### src/rtl/lr_pkg.sv
package lr_pkg;

    typedef enum logic [0:0] {
        ST_IDLE = 1'b0,
        ST_RUN  = 1'b1
    } lr_state_e;

    localparam logic [1:0] CODE_ERASED = 2'b11;
    localparam logic [1:0] CODE_P1     = 2'b10;
    localparam logic [1:0] CODE_P2     = 2'b00;
    localparam logic [1:0] CODE_P3     = 2'b01;

endpackage

### src/rtl/lr_hard_decode.sv
module lr_hard_decode #(
    parameter int VW = 10
) (
    input  logic [VW-1:0] v,
    input  logic [VW-1:0] ref_a,
    input  logic [VW-1:0] ref_b,
    input  logic [VW-1:0] ref_c,
    output logic [1:0]    code
);
    import lr_pkg::*;

    logic [2:0] above;

    // thermometer of reference crossings
    assign above[0] = (v >= ref_a);
    assign above[1] = (v >= ref_b);
    assign above[2] = (v >= ref_c);

    always_comb begin
        if (above[2])      code = CODE_P3;
        else if (above[1]) code = CODE_P2;
        else if (above[0]) code = CODE_P1;
        else               code = CODE_ERASED;
    end
endmodule

### src/rtl/lr_risk_judge.sv
module lr_risk_judge #(
    parameter int VW = 10
) (
    input  logic [VW-1:0] v_first,
    input  logic [VW-1:0] v_second,
    input  logic [VW-1:0] bound,
    input  logic [VW-1:0] sigma,
    input  logic [VW-1:0] drop_thr,
    output logic          risky,
    output logic          fast
);
    localparam int XW = VW + 1;

    logic [XW-1:0] win_lo;
    logic [XW-1:0] win_hi;
    logic [XW-1:0] v_ext;
    logic [VW-1:0] drop;

    assign v_ext  = {1'b0, v_first};
    // window ends computed one bit wider: clip below, no wrap above
    assign win_lo = (sigma > bound) ? '0 : {1'b0, bound - sigma};
    assign win_hi = {1'b0, bound} + {1'b0, sigma};

    assign risky = (v_ext >= win_lo) && (v_ext <= win_hi);

    assign drop = (v_first > v_second) ? (v_first - v_second) : '0;
    assign fast = (drop >= drop_thr);
endmodule

### src/rtl/lr_ctrl.sv
module lr_ctrl #(
    parameter int CW = 16
) (
    input  logic          clk,
    input  logic          rst_n,
    input  logic          start,
    input  logic [CW-1:0] cell_count,
    input  logic          in_valid,
    output logic          launch,
    output logic          accept,
    output logic          final_cell,
    output logic          busy
);
    import lr_pkg::*;

    lr_state_e     state_q, state_d;
    logic [CW-1:0] left_q,  left_d;

    // state register
    always_ff @(posedge clk) begin
        if (!rst_n) begin
            state_q <= ST_IDLE;
            left_q  <= '0;
        end else begin
            state_q <= state_d;
            left_q  <= left_d;
        end
    end

    // next state and outputs
    always_comb begin
        state_d    = state_q;
        left_d     = left_q;
        launch     = 1'b0;
        accept     = 1'b0;
        final_cell = 1'b0;
        busy       = 1'b0;
        unique case (state_q)
            ST_IDLE: begin
                if (start && (cell_count != '0)) begin
                    launch  = 1'b1;
                    left_d  = cell_count;
                    state_d = ST_RUN;
                end
            end
            ST_RUN: begin
                busy = 1'b1;
                if (in_valid) begin
                    accept = 1'b1;
                    left_d = left_q - 1'b1;
                    if (left_q == {{(CW-1){1'b0}}, 1'b1}) begin
                        final_cell = 1'b1;
                        state_d    = ST_IDLE;
                    end
                end
            end
            default: state_d = ST_IDLE;
        endcase
    end
endmodule

### src/rtl/leak_recover.sv
module leak_recover #(
    parameter int VW = 10,
    parameter int CW = 16
) (
    input  logic          clk,
    input  logic          rst_n,
    input  logic          start,
    input  logic [CW-1:0] cell_count,
    input  logic [VW-1:0] ref_a,
    input  logic [VW-1:0] ref_b,
    input  logic [VW-1:0] ref_c,
    input  logic [VW-1:0] bound,
    input  logic [VW-1:0] sigma,
    input  logic [VW-1:0] drop_thr,
    input  logic          in_valid,
    input  logic [VW-1:0] v_first,
    input  logic [VW-1:0] v_second,
    output logic          busy,
    output logic          out_valid,
    output logic [1:0]    out_code,
    output logic          out_fixed,
    output logic          out_last
);
    import lr_pkg::*;

    logic          launch, accept, final_cell;
    logic [VW-1:0] ra_q, rb_q, rc_q, bd_q, sg_q, th_q;
    logic [1:0]    hard_code, fixed_code;
    logic          risky, fast;

    lr_ctrl #(.CW(CW)) u_ctrl (
        .clk        (clk),
        .rst_n      (rst_n),
        .start      (start),
        .cell_count (cell_count),
        .in_valid   (in_valid),
        .launch     (launch),
        .accept     (accept),
        .final_cell (final_cell),
        .busy       (busy)
    );

    // configuration captured at job launch only
    always_ff @(posedge clk) begin
        if (!rst_n) begin
            ra_q <= '0; rb_q <= '0; rc_q <= '0;
            bd_q <= '0; sg_q <= '0; th_q <= '0;
        end else if (launch) begin
            ra_q <= ref_a; rb_q <= ref_b; rc_q <= ref_c;
            bd_q <= bound; sg_q <= sigma; th_q <= drop_thr;
        end
    end

    lr_hard_decode #(.VW(VW)) u_hard (
        .v     (v_first),
        .ref_a (ra_q),
        .ref_b (rb_q),
        .ref_c (rc_q),
        .code  (hard_code)
    );

    lr_risk_judge #(.VW(VW)) u_judge (
        .v_first  (v_first),
        .v_second (v_second),
        .bound    (bd_q),
        .sigma    (sg_q),
        .drop_thr (th_q),
        .risky    (risky),
        .fast     (fast)
    );

    always_comb begin
        if (risky) fixed_code = fast ? CODE_P3 : CODE_P2;
        else       fixed_code = hard_code;
    end

    always_ff @(posedge clk) begin
        if (!rst_n) begin
            out_valid <= 1'b0;
            out_code  <= CODE_P2;
            out_fixed <= 1'b0;
            out_last  <= 1'b0;
        end else begin
            out_valid <= accept;
            out_last  <= final_cell;
            if (accept) begin
                out_code  <= fixed_code;
                out_fixed <= (fixed_code != hard_code);
            end else begin
                out_fixed <= 1'b0;
            end
        end
    end
endmodule

### config.mk
export PLATFORM = sky130hd
export DESIGN_NAME = leak_recover
export DESIGN_NICKNAME = d
export VERILOG_FILES = /design/src/rtl/lr_pkg.sv /design/src/rtl/lr_hard_decode.sv /design/src/rtl/lr_risk_judge.sv /design/src/rtl/lr_ctrl.sv /design/src/rtl/leak_recover.sv
export SDC_FILE = /design/constraint.sdc
export NUM_CORES = 1
export LEC_CHECK = 0
export ABC_AREA = 1
export BUFFER_PORTS_ARGS = -buffer_cell sky130_fd_sc_hd__buf_2
export CORE_MARGIN = 2
export CORE_UTILIZATION = 39
export DETAILED_ROUTE_END_ITERATION = 8
export GPL_TIMING_DRIVEN = 0
export PLACE_DENSITY = 0.66
export SETUP_SLACK_MARGIN = 0.2
export SYNTH_ARGS = -nofsm -noshare
export SYNTH_HDL_FRONTEND = slang
export SYNTH_SLANG_ARGS = --single-unit
export TNS_END_PERCENT = 100
### constraint.sdc
create_clock -name clk -period 9 [get_ports clk]
set_input_delay 1.8 -clock clk [delete_from_list [all_inputs] [get_ports clk]]
set_output_delay 1.8 -clock clk [all_outputs]
set_load 0.03 [all_outputs]
==> results of run 1 <==
[state kept, by name (all words and copies together) (netlist names), 2 cells and up]
| register | cells |
|---|---|
| u_ctrl.left_q | 16 |
| bd_q | 10 |
| ra_q | 10 |
| rb_q | 10 |
| rc_q | 10 |
| sg_q | 10 |
| th_q | 10 |
| out_code | 2 |
[per-layer routing]
metal	up-vias	wire length [um]	track usage [%]
li1	3177	-	-
met1	2659	8290	27.5
met2	138	7470	32.7
met3	28	724	3.03
met4	0	445	8.35
met5	-	0	0
[critical path: cells and delay by family]
kind / cells / cell delay [ns]
AND/OR/NAND/NOR: 10 / 1.20
adder cells (fa/ha/maj): 3 / 0.92
AO/OA/AOI/OAI: 4 / 0.70
buffers and inverters: 4 / 0.52
[placed cells by master, fill, tap and decap left out, types with 3 or more instances in the layout]
master / n
a21oi_1: 123
a21oi_2: 3
buf_2: 115
buf_6: 5
clkbuf_1: 10
clkbuf_16: 9
dfxtp_1: 82
fa_1: 3
ha_1: 92
inv_1: 118
inv_2: 6
nand2_1: 129
nand2_2: 3
nand3_1: 37
nand3b_1: 3
nand4_1: 15
nor2_1: 58
nor2_2: 3
nor3_1: 9
nor3b_1: 6
nor4_1: 5
o2111ai_1: 3
o211ai_1: 8
o21a_1: 6
o21ai_0: 63
o21ai_1: 27
o31ai_1: 3
or2_2: 5
xor2_1: 9
[final timing paths]
kind	slack, ns	start	endpoint
hold reg to reg	0.46	th_q[0]$_SDFFE_PN0P_	th_q[0]$_SDFFE_PN0P_
setup reg to reg	5.87	sg_q[6]$_SDFFE_PN0P_	out_code[0]$_SDFFE_PN0P_
hold / removal	0.46	th_q[0]$_SDFFE_PN0P_	th_q[0]$_SDFFE_PN0P_
setup / recovery	4.09	v_first[0]	out_fixed$_SDFF_PN0_
[final cells by class]
class                   count  area (um^2)
well taps                 216          270
clock inverters             4         28.8
fillers                  1661         8440
plain buffers              26          153
clock buffers              11          243
multi-input cells         638         3950
flip-flops and latches     82         1640
repair buffers            104          520
inverters                 124          465
[cells by family after synthesis]
kind of cell               synth area share (%)
and+or+nand+nor                            20.2
AOI/OAI and AO/OA                          22.0
buffers and inverters                      9.95
adders and majority gates                  19.5
DFF                                        26.4
xor gates and xnor gates                   1.55
muxes                                     0.322
[stage by stage]
stage          power [W]  setup slack (ns)  hold slack, ns  area [um^2]
5_1_grt          0.00125              3.74           0.474         7280
2_1_floorplan   0.000711              4.58           0.427         6210
3_3_place_gp    0.000815              3.80           0.443         7000
6_report         0.00117              4.09           0.457         7280
3_5_place_dp    0.000824              3.77           0.444         7000
4_1_cts          0.00117              4.10           0.459         7280
[power groups by stage]
stage          Sequential [W]  Clock (W)  Combinational [W]
2_1_floorplan        0.000418          0           0.000293
3_3_place_gp         0.000419          0           0.000396
3_5_place_dp         0.000419          0           0.000404
4_1_cts              0.000411   0.000357           0.000407
5_1_grt              0.000415   0.000370           0.000467
6_report             0.000412   0.000347           0.000408
==> run_results.csv, run 1 <==
group,metric,value,unit
outcome,status,"finished, final reports clean",
floorplan,initial_core_util,39.5,%
worst_setup_path,worstPathCellList,"buf_2 > inv_1 > ha_1 > inv_1 > fa_1 > nand3_1 > nand2_1 > nand2_1 > nand2_1 > nand2_1 > a21boi_2 > o21ai_2 > nor3b_1 > ha_1 > a21oi_1 > o21a_1 > nand3_1 > nor2_1 > inv_1 > nor3b_1 > nor2_1",
cts,clk_pin_slew_worst_paths,0.06,ns
worst_setup_path,criticalPathCategory,"input pin to flop",
floorplan,pin_count,106,
logic_synthesis,ys_ff_latch,82,
logic_synthesis,yosysUniqueCellTypes,45,
global_route,grt_max_degree,14,
floorplan,core,15700,um^2
sta,min_period,4.91,ns
floorplan,dieArea,17000,um^2
cts,clk_latency,0.35,ns
global_route,antenna_found_initial,0,
logic_synthesis,synthArstFlopShare,0,%
logic_synthesis,synth_flop_cell,"dfxtp_1",
worst_setup_path,cp-end-kind,"flop",
hold_path,hold_path.class,"flop to flop",
pwr,p_int,0.000744,W
sta,finalMaxSlewViolations,0,
pwr,power.density,160,nW/um^2
logic_synthesis,synth-seq-area-share,26.4,%
floorplan,rows,46,
cts,cts_resized,0,
sta,hold_viol,0,
cts,cts-hold-fix-buffers,0,
logic_synthesis,yosysTopAreaCellShare,26.4,%
finish,final_nets,1180,
cts,root_buffer,"clkbuf_16",
sta,skew,0.00621,ns
logic_synthesis,avgSynthCellArea,7.14,um^2
global_route,grt_pass1_wl,26900,um
pwr,p_switching,0.000422,W
placement,gp_congestion,0.886,
detailed_routing,num_vias,6002,
detailed_routing,routed_via_density,4.98,
cts,cts_sinks,82,
logic_synthesis,synth_area,6210,um^2
finish,area_growth,17.1,%
worst_setup_path,crit_arrival,5.15,ns
global_route,grt_usage,20.4,%
hold_path,min_path_cells,2,
sta,worstMarginPinSlew,0.642,ns
logic_synthesis,syn_nets,1065,
finish,diodes,0,
pwr,peakVddDrop,0.0945,mV
pwr,pwr-share-seq,35.3,%
finish,utilization,46.3,%
sta,final.setup.tns,0,ns
detailed_routing,drt_first_pass_iters,5,
cts,clockBufferDepth,2,
pwr,clock_power_share,29.7,%
worst_setup_path,r2r_cells,16,
cts,numCtsBuffers,9,
finish,stdcell_count,1205,
logic_synthesis,synth_edf_count,0,
worst_setup_path,cp_max_fo,10,
sta,relSlewSlack,57.2,%
worst_setup_path,worstPathRequired,9.24,ns
detailed_routing,drt_wl_total,16900,um
finish,drive_above_1_share,16.5,%
worst_setup_path,cp_slowest_stage_delay,0.40,ns
worst_setup_path,worstSetupStartpointType,"input pin",
logic_synthesis,yosysWarnings,0,
logic_synthesis,synth_common_cells,"nand2_1, a21oi_1, inv_1, ha_1, dfxtp_1",
cts,cts_tree,"built",
detailed_routing,wire_per_inst,14.1,um
sta,fmax,204,MHz
worst_setup_path,cp_slowest_cell,"fa_1",
placement,port_buffers,104,
floorplan,die_y,130,um
sta,setup_violations,0,
cts,post_cts_buffers,0,
pwr,switching_share,36.2,%
logic_synthesis,synth_cells,870,
placement,dp.cells,1190,
job,cap_violations,0,
floorplan,die_w,130,um
detailed_routing,postRouteAntennaNets,0,
detailed_routing,drc,0,
pwr,p_leak,3.48,nW
worst_setup_path,cp_common_cell,"nand2_1",
sta,rsz0062_at_grt,"false",
logic_synthesis,synth_area_leader_cell,"dfxtp_1",
logic_synthesis,yosysMostFrequentCell,"nand2_1",
cts,h-tree-depth,3,
logic_synthesis,netlist_top_cells_area,"dfxtp_1, ha_1, a21oi_1, nand2_1, inv_1",
detailed_routing,drt-initial-drc-count,336,
sta,finalCritPeriodShare,54.6,%
pwr,combPwrFrac,35.0,%
global_route,first_global_vias,5657,
global_route,grt-ovfl-total,0,
placement,hpwl,13400,um
Note: power is estimated with default switching activity, not from simulation.
==> inputs of run 2 (changes only) <==
PLACE_DENSITY = 0.68   (was 0.66)
clock period = 4.3 ns   (was 9 ns; I/O delays follow)
==> run 2 against run 1 <==
Via count rose by 0.50%. Sequential power rose by 110%. Utilization rose by 0.18 points. Clock skew rose by 0.0028 ns. Highest routed layer unchanged.
==> run_results.csv, run 2 (synthesis results as in run 1) <==
group,metric,value,unit
sta,relSlewSlack,54.0,%
cts,h-tree-depth,3,
hold_path,hold_path.class,"flop to flop",
detailed_routing,drt-initial-drc-count,290,
finish,layout_commonest_cell,"nand2_1",
sta,skew,0.00898,ns
placement,gp_congestion,0.892,
detailed_routing,postRouteAntennaNets,0,
sta,setup_ws,0.533,ns
cts,root_buffer,"clkbuf_16",
detailed_routing,drt_first_pass_iters,5,
floorplan,dieArea,17000,um^2
sta,hold_viol,0,
pwr,power.density,337,nW/um^2
worst_setup_path,cp_max_fo,10,
cts,clk_latency,0.35,ns
floorplan,rows,46,
finish,diodes,0,
global_route,grt_usage,20.1,%
finish,seqCellArea,1640,um^2
detailed_routing,routed_via_density,5.00,
finish,regMostFlops,"u_ctrl.left_q",
sta,finalCritPeriodShare,87.6,%
sta,min_period,3.77,ns
finish,utilization,46.5,%
outcome,status,"finished, final reports clean",
pwr,peakVddDrop,0.184,mV
worst_setup_path,worstSetupStartpointType,"input pin",
sta,rsz0062_at_grt,"false",
detailed_routing,wire_per_inst,13.9,um
finish,final_nets,1180,
sta,worstMarginPinSlew,0.689,ns
cts,cts_sinks,82,
sta,setup_violations,0,
global_route,grt_pass1_wl,26700,um
finish,multi_input_area,3970,um^2
detailed_routing,drc,0,
worst_setup_path,cp-end-kind,"flop",
finish,area_growth,17.5,%
placement,port_buffers,104,
cts,post_cts_buffers,0,
floorplan,die_y,130,um
placement,place_ws,0.0488,ns
sta,fmax,265,MHz
placement,dp.cells,1190,
floorplan,die_w,130,um
finish,stdcell_count,1206,
global_route,grt-ovfl-total,0,
detailed_routing,drt_wl_total,16800,um
worst_setup_path,criticalPathCategory,"input pin to flop",
floorplan,core,15700,um^2
pwr,p_leak,3.49,nW
detailed_routing,num_vias,6032,
worst_setup_path,worstPathRequired,4.53,ns
finish,drive_above_1_share,16.8,%
finish,final_cell_mix,"nand2_1, a21oi_1, inv_1",
finish,n_fill_cell,1632,
cts,numCtsBuffers,9,
sta,final.setup.tns,0,ns
finish,largest_reg_flops,16,
global_route,first_global_vias,5545,
floorplan,pin_count,106,
cts,cts_tree,"built",
global_route,antenna_found_initial,0,
sta,finalMaxSlewViolations,0,
worst_setup_path,crit_arrival,4.00,ns
job,cap_violations,0,
cts,clockBufferDepth,2,
placement,hpwl,13400,um
global_route,grt_max_degree,14,
floorplan,initial_core_util,39.5,%
cts,clk_pin_slew_worst_paths,0.06,ns
## run 2: power breakdown
group	internal [W]	switching (W)
sequential	0.000823	0.0000385
clock	0.000422	0.000322
combinational	0.000331	0.000523
total	0.00158	0.000884
## run 2: path summary, 6_finish.rpt
kind | end | slack, ns | start | cells past startpoint
worst min register to register | th_q[0]$_SDFFE_PN0P_ | 0.45 | th_q[0]$_SDFFE_PN0P_ | 2
worst max-delay path | out_fixed$_SDFF_PN0_ | 0.53 | v_first[0] | 21
worst min-delay path | th_q[0]$_SDFFE_PN0P_ | 0.45 | th_q[0]$_SDFFE_PN0P_ | 2
worst max register to register | out_code[0]$_SDFFE_PN0P_ | 1.18 | sg_q[3]$_SDFFE_PN0P_ | 18
## run 2: metrics by stage
stage	hold WS [ns]	instance area (um^2)	total power, W
after floorplan	0.427	6210	0.00149
after global placement	0.442	7000	0.00170
after detailed placement	0.444	7000	0.00172
after CTS	0.453	7290	0.00247
after global routing	0.476	7300	0.00264
final	0.451	7300	0.00246
## run 2: cell type report
type / count / area share, %
Sequential cell: 82 / 22.5
Clock buffer: 12 / 3.51
Clock inverter: 4 / 0.360
Inverter: 124 / 6.42
Timing Repair Buffer: 104 / 7.13
Buffer: 26 / 2.09
Tap cell: 216 / 3.70
Multi-Input combinational cell: 638 / 54.3
## run 2: repair_timing
item / 4_1_cts / 5_1_grt
hold buffers: 0 / 0
setup endpoints to repair: 0 / 2
gates resized for setup: 0 / 3
## run 2: per-layer routing
layer	vias up	wire length, um	global-route usage [%]
li1	3186	-	-
met1	2689	8290	27.9
met2	134	7410	32.5
met3	23	746	2.13
met4	0	369	7.34
met5	-	0	0
## run 2: worst max-delay path, cell delays in order
cell and delay (ns):
buf_2 0.10, clkinvlp_4 0.22, ha_1 0.27, inv_1 0.08, fa_1 0.22, nand3_1 0.08, nand2_1 0.13, nand2_1 0.06
nand2_1 0.09, nand2_1 0.08, a21boi_2 0.17, o21ai_4 0.12, nor3b_1 0.23, ha_1 0.28, a21oi_1 0.17, o21a_1 0.15
nand3_1 0.08, nor2_1 0.23, inv_1 0.10, nor3b_1 0.21, nor2_1 0.08
